<file path="config.mk">
export PLATFORM = sky130hd
export DESIGN_NAME = lcd_row_scanner
export DESIGN_NICKNAME = d
export VERILOG_FILES = /design/src/rtl/lcd_scan_pkg.sv /design/src/rtl/lcd_scan_timer.sv /design/src/rtl/lcd_glyph_fetch.sv /design/src/rtl/lcd_seg_shifter.sv /design/src/rtl/lcd_row_scanner.sv
export SDC_FILE = /design/constraint.sdc
export NUM_CORES = 1
export LEC_CHECK = 0
export BUFFER_PORTS_ARGS = -buffer_cell sky130_fd_sc_hd__buf_2
export CAP_MARGIN = 15
export CORE_ASPECT_RATIO = 0.5
export CORE_MARGIN = 8
export CORE_UTILIZATION = 60
export DETAILED_ROUTE_END_ITERATION = 12
export PLACE_DENSITY_LB_ADDON = 0.12
export SYNTH_ARGS = -nofsm -noshare
export SYNTH_HDL_FRONTEND = slang
export SYNTH_SLANG_ARGS = --single-unit
</file>
<file path="constraint.sdc">
create_clock -name clk -period 7.3 [get_ports clk]
set_clock_uncertainty 0.15 [all_clocks]
set_input_delay 0.365 -clock clk [delete_from_list [all_inputs] [get_ports clk]]
set_output_delay 0.365 -clock clk [all_outputs]
set_load 0.05 [all_outputs]
</file>
<file path="src/rtl/lcd_scan_pkg.sv">
package lcd_scan_pkg;
   // Source of a character's glyph slice
   typedef enum logic {
      SRC_PATTERN = 1'b0,
      SRC_ROM     = 1'b1
   } glyph_src_e;
endpackage

</file>
<file path="src/rtl/lcd_scan_timer.sv">
module lcd_scan_timer #(
   parameter int DOTS         = 5,
   parameter int CPB          = 8,
   parameter int N_COM        = 16,
   parameter int BLINK_FRAMES = 32
) (
   input  logic                     clk,
   input  logic                     rst_n,
   output logic [$clog2(DOTS)-1:0]  dot,
   output logic [$clog2(CPB)-1:0]   chr,
   output logic [$clog2(N_COM)-1:0] row,
   output logic                     row_done,
   output logic                     blink_ph
);
   localparam int DOT_W = $clog2(DOTS);
   localparam int CHR_W = $clog2(CPB);
   localparam int ROW_W = $clog2(N_COM);

   logic at_dot_end, at_chr_end, frame_done;

   assign at_dot_end = (dot == DOT_W'(DOTS - 1));
   assign at_chr_end = (chr == CHR_W'(CPB - 1));
   assign row_done   = at_dot_end && at_chr_end;
   assign frame_done = row_done && (row == ROW_W'(N_COM - 1));

   always_ff @(posedge clk or negedge rst_n) begin
      if (!rst_n) begin
         dot <= '0;
         chr <= '0;
         row <= '0;
      end else if (at_dot_end) begin
         dot <= '0;
         if (at_chr_end) begin
            chr <= '0;
            row <= (row == ROW_W'(N_COM - 1)) ? '0 : row + 1'b1;
         end else begin
            chr <= chr + 1'b1;
         end
      end else begin
         dot <= dot + 1'b1;
      end
   end

   generate
      if (BLINK_FRAMES >= 2) begin : g_blink
         localparam int HALF = BLINK_FRAMES / 2;
         localparam int FC_W = $clog2(HALF + 1);
         logic [FC_W-1:0] fcnt;
         logic            ph;
         always_ff @(posedge clk or negedge rst_n) begin
            if (!rst_n) begin
               fcnt <= '0;
               ph   <= 1'b0;
            end else if (frame_done) begin
               if (fcnt == FC_W'(HALF - 1)) begin
                  fcnt <= '0;
                  ph   <= ~ph;
               end else begin
                  fcnt <= fcnt + 1'b1;
               end
            end
         end
         assign blink_ph = ph;
      end else begin : g_no_blink
         logic unused_frame;
         assign unused_frame = frame_done;
         assign blink_ph     = 1'b0;
      end
   endgenerate
endmodule

</file>
<file path="src/rtl/lcd_glyph_fetch.sv">
module lcd_glyph_fetch
   import lcd_scan_pkg::*;
#(
   parameter int DOTS      = 5,
   parameter int GROWS     = 8,
   parameter int CHARS     = 16,
   parameter int CPB       = 8,
   parameter int N_COM     = 16,
   parameter int CG_GLYPHS = 4,
   parameter int CODE_W    = 8,
   parameter int AC_W      = 7
) (
   input  logic                                 clk,
   input  logic                                 rst_n,
   input  logic                                 dd_we,
   input  logic [$clog2(CHARS)-1:0]             dd_waddr,
   input  logic [CODE_W-1:0]                    dd_wdata,
   input  logic                                 pat_we,
   input  logic [$clog2(CG_GLYPHS*GROWS)-1:0]   pat_waddr,
   input  logic [DOTS-1:0]                      pat_wdata,
   input  logic [$clog2(DOTS)-1:0]              dot,
   input  logic [$clog2(CPB)-1:0]               chr,
   input  logic [$clog2(N_COM)-1:0]             row,
   input  logic [AC_W-1:0]                      addr_ctr,
   input  logic                                 cursor_on,
   input  logic                                 blink_on,
   input  logic                                 blink_ph,
   output logic                                 dot_bit
);
   localparam int CHAR_AW = $clog2(CHARS);
   localparam int CG_N    = CG_GLYPHS * GROWS;
   localparam int CGI_W   = $clog2(CG_GLYPHS);
   localparam int ROW_W   = $clog2(N_COM);
   localparam int GROW_W  = $clog2(GROWS);
   localparam int DOT_W   = $clog2(DOTS);

   logic [CODE_W-1:0] dd_mem  [CHARS];
   logic [DOTS-1:0]   pat_mem [CG_N];

   // Host write port, independent of the scan read path
   always_ff @(posedge clk or negedge rst_n) begin
      if (!rst_n) begin
         for (int i = 0; i < CHARS; i++) dd_mem[i] <= '0;
         for (int j = 0; j < CG_N; j++) pat_mem[j] <= '0;
      end else begin
         if (dd_we)  dd_mem[dd_waddr]   <= dd_wdata;
         if (pat_we) pat_mem[pat_waddr] <= pat_wdata;
      end
   end

   logic [GROW_W-1:0]  grow;
   logic [CHAR_AW-1:0] cidx;
   logic [CODE_W-1:0]  code;
   logic [DOTS-1:0]    pat_slice, rom_slice, shaped;
   glyph_src_e         src;
   logic               hit;
   logic [AC_W-CHAR_AW-1:0] unused_ac_hi;

   assign grow         = row[GROW_W-1:0];
   assign cidx         = {row[ROW_W-1:GROW_W], chr};
   assign code         = dd_mem[cidx];
   assign src          = (code < CODE_W'(CG_GLYPHS)) ? SRC_PATTERN : SRC_ROM;
   assign pat_slice    = pat_mem[{code[CGI_W-1:0], grow}];
   assign rom_slice    = code[DOTS-1:0] ^ DOTS'(grow);
   assign hit          = (cidx == addr_ctr[CHAR_AW-1:0]);
   assign unused_ac_hi = addr_ctr[AC_W-1:CHAR_AW];

   always_comb begin
      shaped = (src == SRC_PATTERN) ? pat_slice : rom_slice;
      if (cursor_on && hit && (grow == GROW_W'(GROWS - 1))) shaped = '1;
      if (blink_on && blink_ph && hit) shaped = ~shaped;
   end

   assign dot_bit = shaped[DOT_W'(DOTS - 1) - dot];
endmodule

</file>
<file path="src/rtl/lcd_seg_shifter.sv">
module lcd_seg_shifter #(
   parameter int SEG_W = 40,
   parameter int N_COM = 16
) (
   input  logic                     clk,
   input  logic                     rst_n,
   input  logic                     bit_in,
   input  logic                     row_done,
   input  logic [$clog2(N_COM)-1:0] row,
   input  logic                     disp_on,
   output logic [N_COM-1:0]         com,
   output logic [SEG_W-1:0]         seg
);
   localparam int ROW_W = $clog2(N_COM);

   logic [SEG_W-2:0] sr;
   logic [SEG_W-1:0] sr_next;
   logic [N_COM-1:0] row_hot;

   assign sr_next = {bit_in, sr};

   generate
      for (genvar g = 0; g < N_COM; g++) begin : g_com_dec
         assign row_hot[g] = (row == ROW_W'(g));
      end
   endgenerate

   always_ff @(posedge clk or negedge rst_n) begin
      if (!rst_n) begin
         sr  <= '0;
         seg <= '0;
         com <= '0;
      end else begin
         sr <= sr_next[SEG_W-1:1];
         if (row_done) begin
            seg <= disp_on ? sr_next : '0;
            com <= row_hot;
         end
      end
   end
endmodule

</file>
<file path="src/rtl/lcd_row_scanner.sv">
module lcd_row_scanner #(
   parameter int N_COM        = 16,
   parameter int N_BLOCK      = 2,
   parameter int CHARS        = 16,
   parameter int DOTS         = 5,
   parameter int GROWS        = 8,
   parameter int CG_GLYPHS    = 4,
   parameter int CODE_W       = 8,
   parameter int AC_W         = 7,
   parameter int BLINK_FRAMES = 32
) (
   input  logic                                clk,
   input  logic                                rst_n,
   input  logic                                dd_we,
   input  logic [$clog2(CHARS)-1:0]            dd_waddr,
   input  logic [CODE_W-1:0]                   dd_wdata,
   input  logic                                pat_we,
   input  logic [$clog2(CG_GLYPHS*GROWS)-1:0]  pat_waddr,
   input  logic [DOTS-1:0]                     pat_wdata,
   input  logic [AC_W-1:0]                     addr_ctr,
   input  logic                                disp_on,
   input  logic                                cursor_on,
   input  logic                                blink_on,
   output logic [N_COM-1:0]                    com,
   output logic [(CHARS/N_BLOCK)*DOTS-1:0]     seg
);
   localparam int CPB   = CHARS / N_BLOCK;
   localparam int SEG_W = CPB * DOTS;
   localparam int DOT_W = $clog2(DOTS);
   localparam int CHR_W = $clog2(CPB);
   localparam int ROW_W = $clog2(N_COM);

   generate
      if (N_COM != N_BLOCK * GROWS) begin : g_bad_com
         $error("common count must equal blocks times glyph rows");
      end
      if (CHARS != N_BLOCK * CPB) begin : g_bad_chars
         $error("characters must split evenly over blocks");
      end
      if ((N_BLOCK < 2) || ((N_BLOCK & (N_BLOCK - 1)) != 0)) begin : g_bad_blk
         $error("block count must be a power of two, at least 2");
      end
      if (((GROWS & (GROWS - 1)) != 0) || ((CPB & (CPB - 1)) != 0)) begin : g_bad_pow
         $error("glyph rows and characters per block must be powers of two");
      end
      if ((CG_GLYPHS < 2) || ((CG_GLYPHS & (CG_GLYPHS - 1)) != 0)) begin : g_bad_cg
         $error("pattern glyph count must be a power of two, at least 2");
      end
      if ((DOTS < 2) || (DOTS > CODE_W) || (AC_W <= $clog2(CHARS))) begin : g_bad_w
         $error("dot count or counter width out of range");
      end
   endgenerate

   logic [DOT_W-1:0] dot;
   logic [CHR_W-1:0] chr;
   logic [ROW_W-1:0] row;
   logic             row_done, blink_ph, dot_bit;

   lcd_scan_timer #(
      .DOTS(DOTS), .CPB(CPB), .N_COM(N_COM), .BLINK_FRAMES(BLINK_FRAMES)
   ) u_timer (
      .clk(clk), .rst_n(rst_n), .dot(dot), .chr(chr), .row(row),
      .row_done(row_done), .blink_ph(blink_ph)
   );

   lcd_glyph_fetch #(
      .DOTS(DOTS), .GROWS(GROWS), .CHARS(CHARS), .CPB(CPB), .N_COM(N_COM),
      .CG_GLYPHS(CG_GLYPHS), .CODE_W(CODE_W), .AC_W(AC_W)
   ) u_fetch (
      .clk(clk), .rst_n(rst_n),
      .dd_we(dd_we), .dd_waddr(dd_waddr), .dd_wdata(dd_wdata),
      .pat_we(pat_we), .pat_waddr(pat_waddr), .pat_wdata(pat_wdata),
      .dot(dot), .chr(chr), .row(row), .addr_ctr(addr_ctr),
      .cursor_on(cursor_on), .blink_on(blink_on), .blink_ph(blink_ph),
      .dot_bit(dot_bit)
   );

   lcd_seg_shifter #(
      .SEG_W(SEG_W), .N_COM(N_COM)
   ) u_shift (
      .clk(clk), .rst_n(rst_n), .bit_in(dot_bit), .row_done(row_done),
      .row(row), .disp_on(disp_on), .com(com), .seg(seg)
   );
endmodule

</file>
==> flow_summary_export.csv, run 1 <==
group,metric,value,unit
outcome,status,"finished clean",
grt,grt_overflow,0,
floorplan,core-area,28900,um^2
layout,fill_cells,2075,
layout,diodes,0,
clock_tree,clk_path_buf_depth,3,
worst_hold_path,min_to,"u_fetch.dd_mem[37]",
yosys,synth_compound_area_share,5.469,%
power_and_ir_drop,p_clk_share,33.6,%
power_and_ir_drop,peakVddDrop,0.1959,mV
critical_path,r2r-start,"u_timer.chr[1]",
routing,wl,38250,um
floorplan,dieArea,35310,um^2
timing,finalHoldViolCount,0,
layout,stdcell_area,19460,um^2
timing,slew_violations,0,
clock_tree,clock-root-buffer,"clkbuf_16",
clock_tree,path_clk_slew,0.06,ns
yosys,synth_cell_type_count,68,
worst_hold_path,min-delay-start,"dd_wdata[5]",
placed_design,place_inst,1689,
clock_tree,htree_levels,2,
layout,regArea,9988,um^2
layout,drive_above_1_share,38.14,%
clock_tree,postCtsResizedCells,0,
floorplan,dieHeight,136.9,um
yosys,synth-simple-area-share,6.639,%
timing,maxSlewHeadroom,31.84,%
power_and_ir_drop,power,5.721,mW
routing,drcViolationCount,0,
grt,grt_pass1_vias,11030,
yosys,synthCells,1271,
clock_tree,post_cts_buffers,0,
layout,syn2layout_area_growth,10.91,%
yosys,synth_async_sr_flop_share,100.0,%
timing,tns,0,ns
yosys,synthesis.nets,1318,
grt,grt_usage,21.91,%
yosys,synthXorXnorAreaFrac,0.4991,%
layout,multi_input_area,7211,um^2
layout,layoutNonFillerInstCount,1757,
clock_tree,numCtsBuffers,37,
floorplan,num_rows,44,
yosys,synthAdderAreaFrac,0.7844,%
yosys,ys.flop_type,"dfrtp_1",
timing,fin_crit_sh,58.69,%
routing,drt-initial-drc-count,804,
floorplan,ios,92,
routing,post_drt_wl_per_cell,21.77,um
grt,antenna_found_initial,0,
routing,via_count,10530,
power_and_ir_drop,pwr-share-seq,50.2,%
yosys,ys_seq_elements,399,
floorplan,initial_utilization,60.71,%
run,drv_cap,0,
routing,ant_nets,0,
placed_design,routabilityCongestion,0.7817,
yosys,synth-edff-count,0,
layout,final_nets,1385,
critical_path,worstSetupPathType,"reg -> reg",
power_and_ir_drop,total_leakage_power,8.885,nW
timing,tightest_slew,1.022,ns
routing,viasPerCell,5.993,
floorplan,die_w,257.8,um
clock_tree,clk_latency,0.53,ns
placed_design,io_buffers,88,
power_and_ir_drop,intPower,4.214,mW
critical_path,timing.rr.end,"u_shift.seg[39]",
critical_path,required,7.62,ns
critical_path,cp.arrival,4.61,ns
clock_tree,cts_tree,"done",
grt,grt_pass1_wl,61580,um
yosys,avgSynthCellArea,13.81,um^2
timing,rsz0062_at_grt,"false",
critical_path,cp-end-kind,"flip-flop",
timing,setup_viol,0,
critical_path,worstPathMaxFanout,17,
clock_tree,cts.sinks,399,
routing,drtPass1Iterations,5,
layout,final_common_cell,"dfrtp_1",
critical_path,start_kind,"flip-flop",
yosys,synth_top_family_by_area,"multiplexers",
yosys,syn-cell-area,17550,um^2
power_and_ir_drop,power_density,294.0,nW/um^2
power_and_ir_drop,switchingPower,1.507,mW
power_and_ir_drop,switching_share,26.34,%
yosys,ys_warn_count,0,
timing,max_freq,233.4,MHz
yosys,synthMuxAreaShare,27.69,%
critical_path,ff2ff_setup_slack,3.02,ns
layout,final_cell_mix,"396 x dfrtp_1, 298 x mux2_2, 129 x nand2_1, 87 x buf_2, 55 x nor2_1",
worst_hold_path,hold_path.class,"in -> reg",
timing,finalCriticalPeriod,4.285,ns
placed_design,dpl-instance-area,18250,um^2
grt,grt_max_degree,151,
worst_hold_path,hold_depth,2,
power_and_ir_drop,combPwrFrac,16.2,%
placed_design,dp_hpwl,25270,um
critical_path,reg2regPathDepth,11,
yosys,seq_area_frac_synth,56.90,%
-- through the flow --
step	worst slack, ns	hold slack [ns]	util (%)
2_1_floorplan	4.253	-0.08059	-
3_3_place_gp	3.117	0.2059	63.13
3_5_place_dp	3.065	0.2084	63.13
4_1_cts	3.053	0.1428	67.33
5_1_grt	2.838	0.1705	67.33
6_report	3.015	0.1659	67.33
-- sequential cells by signal (all words and copies together), names as in the netlist --
signal,count
u_fetch.dd_mem,128
u_timer.chr,3
u_timer.row,4
u_timer.blink_ph,1
u_shift.sr,39
u_timer.g_blink.fcnt,5
u_shift.seg,40
u_shift.com,16
u_timer.dot,3
u_fetch.pat_mem,160
-- metal layers --
layer | vias up | global-route usage, % | wire length, um
li1 | 4744 | - | -
met1 | 5538 | 30.46 | 17400
met2 | 197 | 35.96 | 18540
met3 | 51 | 3.884 | 1621
met4 | 0 | 5.443 | 697
met5 | - | 0 | 0
-- timing repair --
action                                  in CTS  in global routing
endpoints found under the hold margin      119                  0
hold buffers                                 1                  0
endpoints found under the setup margin       0                  0
-- power by group through the flow --
stage               registers (mW)  clock network (mW)  logic [mW]
finish                        2.87                1.92       0.924
global route                  2.93                2.06        1.00
CTS                           2.87                1.96       0.934
detailed placement            2.91                   0       0.930
global placement              2.87                   0       0.895
floorplan                     2.94                   0       0.592
-- Yosys cell counts (4+ instances only) --
library cell  number  area, um^2
nand3_1           13       65.06
mux2_2           298        3356
buf_2              9       45.04
nor3b_1            5       37.54
buf_6              4       45.04
a22o_1            20       175.2
o21ai_0           50       250.2
nand3b_1           6       45.04
a21oi_1            9       45.04
mux2i_1           26       260.3
inv_1              8       30.03
nor2b_1            6       37.54
xor2_1             5       43.79
a221oi_1           5       43.79
nor2_1            55       206.5
clkbuf_1          53       198.9
dfrtp_1          399        9985
nand2b_1           7       43.79
mux4_2            54        1216
xnor2_1            5       43.79
a22oi_1            4       30.03
ha_1              11       137.6
nor3_1            14       70.07
and3_1             6       37.54
nand2_1          130       488.0
-- how the worst max path moves through the flow --
stage / slack (ns) / endpoint / from
6_report: 3.02 / u_shift.seg[39] / u_timer.chr[1]
5_1_grt: 2.84 / u_shift.seg[39] / u_timer.chr[1]
4_1_cts: 3.05 / u_shift.seg[39] / u_timer.chr[1]
3_5_place_dp: 3.06 / u_shift.seg[39] / u_timer.chr[1]
3_3_place_gp: 3.12 / u_shift.seg[39] / u_timer.chr[1]
2_1_floorplan: 4.25 / u_shift.seg[39] / u_timer.chr[1]
-- layout make-up --
type                    instances  area share, %
flip-flops and latches        399          51.32
clock buffers                  58          5.574
multi-input cells             794          37.05
clock inverters                 9         0.6236
inverters                       9         0.1736
well taps                     391          2.514
repair buffers                 97          2.739
-- kinds of logic after synthesis --
kind of cell / after synthesis
AO/OA/AOI/OAI: 133
XOR/XNOR: 10
adder cells (fa/ha/maj): 11
buffers and inverters: 78
flip-flops: 399
multiplexers: 379
AND/OR/NAND/NOR: 261
-- worst max-delay path: stages (launching register included) --
cell,delay [ns]
dfrtp_1,0.77
buf_4,0.41
nor2b_1,0.59
a22o_1,0.40
o21a_1,0.32
nor2_2,0.16
mux2_2,0.31
o2111a_1,0.24
o31ai_1,0.28
mux2_2,0.38
nand3_2,0.09
a22o_1,0.12
(Power assumes the default switching activity.)
==> inputs of run 2 (changes only) <==
Clock period 7.3 ns to 4.4 ns, I/O delays scaled along.
==> run 2 against run 1 <==
  * Clock power increased by 72%
  * Combinational power increased by 68%
  * Power increased by 68%
  * Sequential power increased by 66%
  * Highest routed layer unchanged
==> flow_summary_export.csv, run 2 (same netlist as run 1, synthesis figures left out) <==
group,metric,value,unit
clock_tree,post_cts_buffers,0,
floorplan,dieArea,35310,um^2
routing,wl,39000,um
routing,via_count,10680,
grt,grt_pass1_vias,11330,
grt,grt_pass1_wl,63020,um
placed_design,post-place-ws,0.6614,ns
layout,diodes,0,
routing,post_drt_wl_per_cell,22.07,um
placed_design,io_buffers,88,
power_and_ir_drop,power,9.616,mW
floorplan,ios,92,
run,drv_cap,0,
floorplan,dieHeight,136.9,um
timing,tightest_slew,1.112,ns
layout,fin_util,67.84,%
clock_tree,postCtsResizedCells,0,
clock_tree,path_clk_slew,0.07,ns
placed_design,place_inst,1699,
floorplan,core-area,28900,um^2
timing,maxSlewHeadroom,25.58,%
power_and_ir_drop,total_leakage_power,8.963,nW
power_and_ir_drop,peakVddDrop,0.3048,mV
timing,rsz0062_at_grt,"false",
timing,tns,0,ns
clock_tree,htree_levels,2,
timing,slew_violations,0,
timing,max_freq,262.5,MHz
routing,ant_nets,0,
routing,viasPerCell,6.042,
worst_hold_path,hold_path.class,"in -> reg",
timing,finalCriticalPeriod,3.809,ns
floorplan,die_w,257.8,um
timing,setup_viol,0,
layout,regMostFlops,"u_fetch.pat_mem",
layout,final_nets,1395,
critical_path,worstSetupPathType,"reg -> reg",
timing,worst_slack,0.5905,ns
floorplan,initial_utilization,60.71,%
power_and_ir_drop,power_density,490.4,nW/um^2
critical_path,start_kind,"flip-flop",
layout,fill_cells,2060,
clock_tree,clk_latency,0.53,ns
placed_design,dp_hpwl,26310,um
layout,final_common_cell,"dfrtp_1",
timing,finalHoldViolCount,0,
critical_path,worstPathMaxFanout,21,
clock_tree,cts_hold_buffers,1,
grt,grt_usage,22.44,%
layout,largest_register_ffs,160,
grt,antenna_found_initial,0,
placed_design,dpl-instance-area,18350,um^2
layout,stdcell_area,19610,um^2
grt,grt_max_degree,100,
layout,top_regs,"u_fetch.pat_mem (160), u_fetch.dd_mem (128), u_shift.seg (40)",
routing,drtPass1Iterations,5,
timing,timing.hold.ws,0.01855,ns
clock_tree,numCtsBuffers,37,
critical_path,required,4.73,ns
critical_path,cp-end-kind,"flip-flop",
layout,final_cell_mix,"396 x dfrtp_1, 298 x mux2_2, 129 x nand2_1, 87 x buf_2, 55 x nor2_1",
outcome,status,"finished clean",
layout,layoutNonFillerInstCount,1767,
routing,drt-initial-drc-count,769,
layout,regArea,9988,um^2
critical_path,cp.arrival,4.14,ns
clock_tree,clock-root-buffer,"clkbuf_16",
clock_tree,cts_tree,"done",
clock_tree,cts.sinks,399,
grt,grt_overflow,0,
floorplan,num_rows,44,
placed_design,routabilityCongestion,0.8308,
layout,syn2layout_area_growth,11.75,%
clock_tree,clk_path_buf_depth,3,
routing,drcViolationCount,0,
layout,drive_above_1_share,38.95,%
timing,fin_crit_sh,86.58,%
layout,multi_input_area,7211,um^2
==> run 2: cell type report <==
class | instances | share of cell area, %
clock buffer | 56 | 5.647
clock inverter | 11 | 0.7466
inverter | 9 | 0.1723
multi-input combinational | 794 | 36.77
sequential | 399 | 50.94
tap | 391 | 2.495
timing repair buffer | 107 | 3.229
==> run 2: per-layer routing <==
metal | up-vias | share of wire [%] | track usage [%]
met3 | 51 | 4.9 | 4.602
met2 | 232 | 48 | 36.78
li1 | 4771 | - | -
met4 | 0 | 1.6 | 5.412
met1 | 5623 | 45 | 30.93
met5 | - | 0 | 0
==> run 2: worst max-delay path, cell delays in order (launching register included) <==
cell and delay (ns):
dfrtp_1 0.61, buf_4 0.40, mux4_2 0.55, a2bb2oi_1 0.17
a2bb2oi_4 0.49, nor2_1 0.11, nor4_1 0.45, o211ai_2 0.11
o31ai_1 0.10, mux2_2 0.38, nand3_2 0.09, a22o_1 0.12
==> run 2: report_power, final <==
| group | internal, mW | switching, mW |
|---|---|---|
| Combinational | 0.777 | 0.771 |
| Sequential | 4.39 | 0.374 |
| Clock | 1.92 | 1.38 |
| Total | 7.09 | 2.52 |
==> run 2: worst paths after layout <==
path                                startpoint             endpoint  slack, ns  depth (start not counted)
worst max-delay path            u_timer.chr[1]      u_shift.seg[39]       0.59                         11
worst min-delay path               dd_wdata[0]  u_fetch.dd_mem[104]       0.02                          2
worst max register to register  u_timer.chr[1]      u_shift.seg[39]       0.59                         11
worst min register to register  u_shift.sr[24]       u_shift.sr[23]       0.22                          0
max in group asynchronous                rst_n  u_fetch.pat_mem[74]       2.85                          3
min in group asynchronous                rst_n  u_fetch.dd_mem[125]       0.12                          2
==> inputs of run 3 (changes only) <==
Settings changed: RECOVER_POWER set to 100.
==> run 3 against run 2 <==
  * Critical endpoint unchanged
  * Flip-flop and latch count unchanged
  * Largest power group unchanged
  * The run now ends with capacitance limit, slew limit left
  * Die area unchanged
  * Power down 0.17%
  * First-iteration DRC count fell by 0.52%
==> flow_summary_export.csv, run 3 (same netlist as run 1, synthesis figures left out) <==
group,metric,value,unit
outcome,status,"finished, violations left",
outcome,violations,"capacitance limit, slew limit",
layout,final_common_cell,"dfrtp_1",
layout,top_regs,"u_fetch.pat_mem (160), u_fetch.dd_mem (128), u_shift.seg (40)",
routing,drcViolationCount,0,
placed_design,routabilityCongestion,0.8308,
timing,fin_crit_sh,87.27,%
clock_tree,cts.sinks,399,
power_and_ir_drop,peakVddDrop,0.3043,mV
placed_design,io_buffers,88,
routing,post_drt_wl_per_cell,22.09,um
routing,drtPass1Iterations,5,
critical_path,worstPathMaxFanout,21,
routing,ant_nets,0,
layout,regMostFlops,"u_fetch.pat_mem",
clock_tree,cts_tree,"done",
layout,drive_above_1_share,34.45,%
worst_hold_path,hold_depth,2,
clock_tree,post_cts_buffers,0,
routing,via_count,10650,
critical_path,r2r-start,"u_timer.chr[1]",
layout,regArea,9988,um^2
layout,multi_input_area,7208,um^2
floorplan,dieHeight,136.9,um
layout,largest_register_ffs,160,
critical_path,cp-end-kind,"flip-flop",
timing,tightest_slew,1.959,ns
critical_path,cp.arrival,4.17,ns
critical_path,reg2regPathDepth,11,
layout,diodes,0,
critical_path,start_kind,"flip-flop",
clock_tree,htree_levels,2,
floorplan,initial_utilization,60.71,%
placed_design,dp_hpwl,26310,um
grt,grt_pass1_vias,11330,
clock_tree,clk_latency,0.54,ns
critical_path,ff2ff_setup_slack,0.56,ns
floorplan,die_w,257.8,um
routing,wl,39040,um
critical_path,required,4.73,ns
clock_tree,clock-root-buffer,"clkbuf_16",
grt,grt_overflow,0,
layout,layoutNonFillerInstCount,1767,
layout,fill_cells,2097,
grt,antenna_found_initial,0,
timing,max_freq,260.4,MHz
clock_tree,numCtsBuffers,37,
power_and_ir_drop,power_density,492.9,nW/um^2
floorplan,core-area,28900,um^2
routing,drt-initial-drc-count,765,
grt,grt_pass1_wl,63020,um
floorplan,dieArea,35310,um^2
layout,final_cell_mix,"396 x dfrtp_1, 298 x mux2_2, 130 x nand2_1, 69 x clkbuf_1, 55 x nor2_1",
timing,finalCriticalPeriod,3.840,ns
run,drv_cap,2,
timing,rsz0062_at_grt,"false",
critical_path,worstSetupPathType,"reg -> reg",
timing,setup_viol,0,
timing,maxSlewHeadroom,-30.61,%
placed_design,place_inst,1699,
clock_tree,path_clk_slew,0.07,ns
timing,finalHoldViolCount,0,
worst_hold_path,min_to,"u_fetch.dd_mem[120]",
layout,final_nets,1395,
worst_hold_path,hold_path.class,"in -> reg",
floorplan,ios,92,
grt,grt_max_degree,100,
clock_tree,clk_path_buf_depth,3,
routing,viasPerCell,6.028,
power_and_ir_drop,total_leakage_power,8.702,nW
timing,slew_violations,182,
clock_tree,postCtsResizedCells,0,
grt,grt_usage,22.44,%
floorplan,num_rows,44,
layout,syn2layout_area_growth,11.00,%
critical_path,timing.rr.end,"u_shift.seg[39]",
clock_tree,cts_hold_buffers,1,
worst_hold_path,min-delay-start,"dd_wdata[0]",
timing,tns,0,ns
## run 3: cell types whose count changed in the layout (fill, tap and decap cells not counted)
| cell | change |
|---|---|
| buf_12 | -3 |
| buf_2 | -61 |
| buf_4 | -2 |
| buf_8 | -1 |
| clkbuf_1 | +61 |
| clkbuf_2 | +3 |
| clkbuf_4 | +3 |
| nand2_1 | +1 |
| nand2_2 | -1 |
## run 3: critical path, cell delays in order, from the launching register on
cell and delay (ns):
dfrtp_1 0.61, buf_4 0.40, mux4_2 0.55, a2bb2oi_1 0.17
a2bb2oi_4 0.50, nor2_1 0.11, nor4_1 0.46, o211ai_2 0.11
o31ai_1 0.10, mux2_2 0.38, nand3_2 0.10, a22o_1 0.12
## run 3: per-stage QoR
stage	setup slack (ns)	total power [mW]	util (%)	instance area, um^2	hold slack (ns)
final	0.5602	9.600	67.39	19480	0.02278
after global routing	0.3981	10.03	67.39	19480	0.03498
after CTS	0.6166	9.694	67.84	19610	0.005627
after detailed placement	0.6614	6.377	63.47	18350	0.1130
after global placement	0.6867	6.258	63.47	18350	0.09969
after floorplan	1.353	5.863	-	17550	-0.2256
## run 3: cell type report
type | count | area share, %
inverters | 9 | 0.1734
flip-flops and latches | 399 | 51.28
repair buffers | 107 | 2.589
well taps | 391 | 2.512
clock buffers | 56 | 5.685
multi-input cells | 794 | 37.01
clock inverters | 11 | 0.7516
## run 3: worst max-delay path by stage
stage | from | end
detailed placement | u_timer.chr[1] | u_shift.seg[39]
CTS | u_timer.chr[1] | u_shift.seg[39]
global placement | u_timer.chr[1] | u_shift.seg[39]
floorplan | u_timer.chr[1] | u_shift.seg[39]
global route | rst_n | u_timer.row[1]
finish | u_timer.chr[1] | u_shift.seg[39]
## run 3: routing by layer
layer  share of wire (%)  wire length (um)  track usage (%)  vias to the layer above
li1                    -                 -                -                     4769
met1                  44             17360            30.93                     5582
met2                  49             18960            36.78                      254
met3                 5.4              2104            4.602                       47
met4                 1.6               613            5.412                        0
met5                   0                 0                0                        -
## run 3: power by group
part / switching (mW) / total (mW) / internal [mW]
sequential: 0.376 / 4.77 / 4.39
combinational: 0.771 / 1.53 / 0.756
clock: 1.38 / 3.31 / 1.92
